### src/rtl/pmp_pkg.sv
// Package: shared encodings for the protection checker.
package pmp_pkg;
    typedef enum logic [1:0] {
        MODE_OFF   = 2'd0,
        MODE_TOR   = 2'd1,
        MODE_NA4   = 2'd2,
        MODE_NAPOT = 2'd3
    } match_mode_e;

    typedef struct packed {
        logic        lock;
        logic [1:0]  spare;
        match_mode_e mode;
        logic        x;
        logic        w;
        logic        r;
    } entry_cfg_t;

    localparam logic [1:0] PRIV_MACHINE = 2'b11;
    localparam logic [1:0] ACC_RESERVED = 2'b11;
endpackage

### src/rtl/pmp_region_match.sv
// Module: pmp_region_match
// Decides whether one entry covers a word address.
// Assumes: addresses arrive as word addresses (byte address >> 2);
// prev_addr is the raw register of the entry below (zero for entry 0).
module pmp_region_match #(
    parameter int WA_W = 30
) (
    input  pmp_pkg::match_mode_e mode,
    input  logic [WA_W-1:0]      this_addr,
    input  logic [WA_W-1:0]      prev_addr,
    input  logic [WA_W-1:0]      word_addr,
    output logic                 hit
);
    logic [WA_W-1:0] care_mask;

    // Power-of-two mask: clears the trailing ones and the first zero above them.
    always_comb care_mask = ~(this_addr ^ (this_addr + 1'b1));

    // Per-mode coverage decision.
    always_comb begin
        unique case (mode)
            pmp_pkg::MODE_TOR:   hit = (word_addr >= prev_addr) && (word_addr < this_addr);
            pmp_pkg::MODE_NA4:   hit = (word_addr == this_addr);
            pmp_pkg::MODE_NAPOT: hit = ((word_addr ^ this_addr) & care_mask) == '0;
            default:             hit = 1'b0;
        endcase
    end
endmodule

### config.mk
export PLATFORM = sky130hd
export DESIGN_NAME = pmp_region_match
export DESIGN_NICKNAME = d
export VERILOG_FILES = /design/src/rtl/pmp_pkg.sv /design/src/rtl/pmp_region_match.sv
export SDC_FILE = /design/constraint.sdc
export NUM_CORES = 1
export LEC_CHECK = 0
export ABC_AREA = 1
export BUFFER_PORTS_ARGS = -buffer_cell sky130_fd_sc_hd__buf_4
export CAP_MARGIN = 20
export CORE_ASPECT_RATIO = 0.6
export CORE_UTILIZATION = 55
export DETAILED_ROUTE_END_ITERATION = 10
export GPL_ROUTABILITY_DRIVEN = 0
export MAX_ROUTING_LAYER = met4
export PLACE_DENSITY_LB_ADDON = 0.12
export REMOVE_ABC_BUFFERS = 1
export SETUP_SLACK_MARGIN = 0.1
export SLEW_MARGIN = 25
export SYNTH_ARGS = -nofsm -noshare
export SYNTH_HDL_FRONTEND = slang
export SYNTH_SLANG_ARGS = --single-unit
export TNS_END_PERCENT = 20
### constraint.sdc
create_clock -name vclk -period 2.6
set_clock_uncertainty 0.15 [all_clocks]
set_input_delay 0.39 -clock vclk [all_inputs]
set_output_delay 0.39 -clock vclk [all_outputs]
set_load 0.02 [all_outputs]
==> results.tsv <==
metric	value	unit
hold_depth	5	
tns	0	ps
dp_hpwl	6.03	mm
synth.most_common_cell	nand2_1	
worstSetupStartpointType	input port	
hp-class	in -> out	
drive_gt1_share	23.6	%
start_util	60.6	%
dieArea	4510	sq um
grt_remaining_overflow	0	
design_area	3150	sq um
nNetsFinal	668	
track_usage	30.8	%
fillCellCount	290	
fin_crit_sh	93.1	%
dp_cells	570	
cp.arrival	1880	ps
finalHoldViolations	0	
cp-end-kind	output port	
instances_no_fill	570	
postCtsSetupRepairBufs	0	
ff_latch_area	0	sq um
dr_wl_met2	2.70	mm
min_to	hit	
rsz0062_at_grt	false	
dr.max_layer_used	met4	
peakVddDrop	0.0000939	V
ys_types	27	
row_count	17	
grt_pass1_wl	10.8	mm
design.seq.count	0	
crit_required	2060	ps
cap_violations	0	
relSlewSlack	80.2	%
synth.largest_area_cell	ha_1	
core-area	3850	sq um
timing.final.ws_setup	180	ps
period_needed	2420	ps
status	completed	
area_growth	35.1	%
die-width	86.1	microns
synth_area	2330	sq um
maxClockFrequency	413	MHz
wl_met1	3.31	mm
timing.hold.ws	1080	ps
synth_top_area_share	32.7	%
portBuffers	93	
yosys-top-cells-area	ha_1 (33%), nand2_1 (19%), inv_1 (14%)	
vias_per_cell	5.13	
grt_pass1_vias	2556	
wl_met3	746	microns
slew_violations	0	
avgSynthCellArea	5.55	sq um
yosys_warnings	0	
wire_per_inst	11.9	microns
vias	2924	
p_per_area	149	nW/um^2
synth_cells	420	
finalSetupViolCount	0	
hp-start	mode[0]	
n_antenna_cell	0	
dp_slack	182	ps
worstPathMaxFanout	4	
synth_common_cells	nand2_1 (115), inv_1 (90), ha_1 (61)	
yosysSeqAreaShare	0	%
leakagePower	1.92	nW
final_util	81.9	%
crit_type	in -> out	
antenna_found_initial	0	
clkbuf_count	0	
cpPeakStageDelay	330	ps
die_y	52.4	microns
drt_pass1_iterations	4	
postRouteAntennaNets	0	
grt_start_max_net_pins	6	
post-route-drc-count	0	
placed_area	3100	sq um
finalWirelength	6.77	mm
finalPower	471	uW
tightest_slew	295	ps
path_cells	buf_4 > inv_1 > ha_1 > nand4_1 > nor3_1 > and3_1 > a21oi_1 > nand3b_1 > nand3_2 > buf_6	
cp_slowest_cell	ha_1	
ioPinCount	93	
drt_first_iter_violations	238	
-- area by class of cell --
class / instances / area, sq um / area share [%]
multi-input combinational: 327 / 2020 / 64.2
timing repair buffer: 93 / 709 / 22.5
inverter: 93 / 349 / 11.1
tap: 57 / 71.3 / 2.26
-- cell usage in the layout (no fill, tap or decap) --
master	instances
nand2_1	112
inv_1	90
buf_4	90
ha_1	60
nor2_1	53
a21oi_1	30
nand2_2	8
o21ai_0	8
o21ai_1	7
nand4_1	6
nor2_2	5
nand3_1	5
o21bai_1	5
nor2_4	4
inv_2	3
nor3_1	3
nor4_1	3
buf_6	3
nand2_4	2
nand3_2	2
o22ai_1	2
and2_1	1
o21ai_2	1
xnor2_1	1
o22a_1	1
and2_4	1
a21oi_2	1
o211ai_1	1
and3_1	1
o21a_1	1
nand3b_1	1
nor3b_1	1
ha_4	1
-- critical path, delay by kind of cell --
family	cells	cell delay (ps)
simple gates	5	800
fa+ha+maj	1	330
compound gates	1	70
buf+inv	3	280
-- cell families after synthesis --
logic type / Yosys count / synth area share, %
fa+ha+maj: 61 / 32.7
buf+inv: 93 / 15.0
compound gates: 57 / 13.4
simple gates: 208 / 38.5
xor+xnor: 1 / 0.376
-- per-layer routing --
layer,GRT usage (%),up-vias
met5,-,-
met4,0.833,0
met3,3.15,2
met2,49.2,155
met1,44.1,1247
li1,-,1520
-- worst max-delay path by stage --
stage | from | to | slack (ps) | cells after the start
detailed placement | this_addr[1] | hit | 180 | 15
floorplan | this_addr[0] | hit | 540 | 11
global placement | this_addr[1] | hit | 210 | 15
global route | this_addr[25] | hit | 100 | 10
finish | this_addr[25] | hit | 180 | 10
CTS | this_addr[1] | hit | 180 | 15
-- report_power, final --
group,internal (mW),leakage [nW],switching (mW)
combinational,0.224,1.92,0.246
sequential,0,0,0
clock,0,0,0
total,0.224,1.92,0.246
-- repair_timing --
action	4_1_cts	5_1_grt
gates resized for setup	0	17
hold buffers	0	0
endpoints found under the setup margin	0	1
Note: power is estimated with default switching activity, not from simulation.
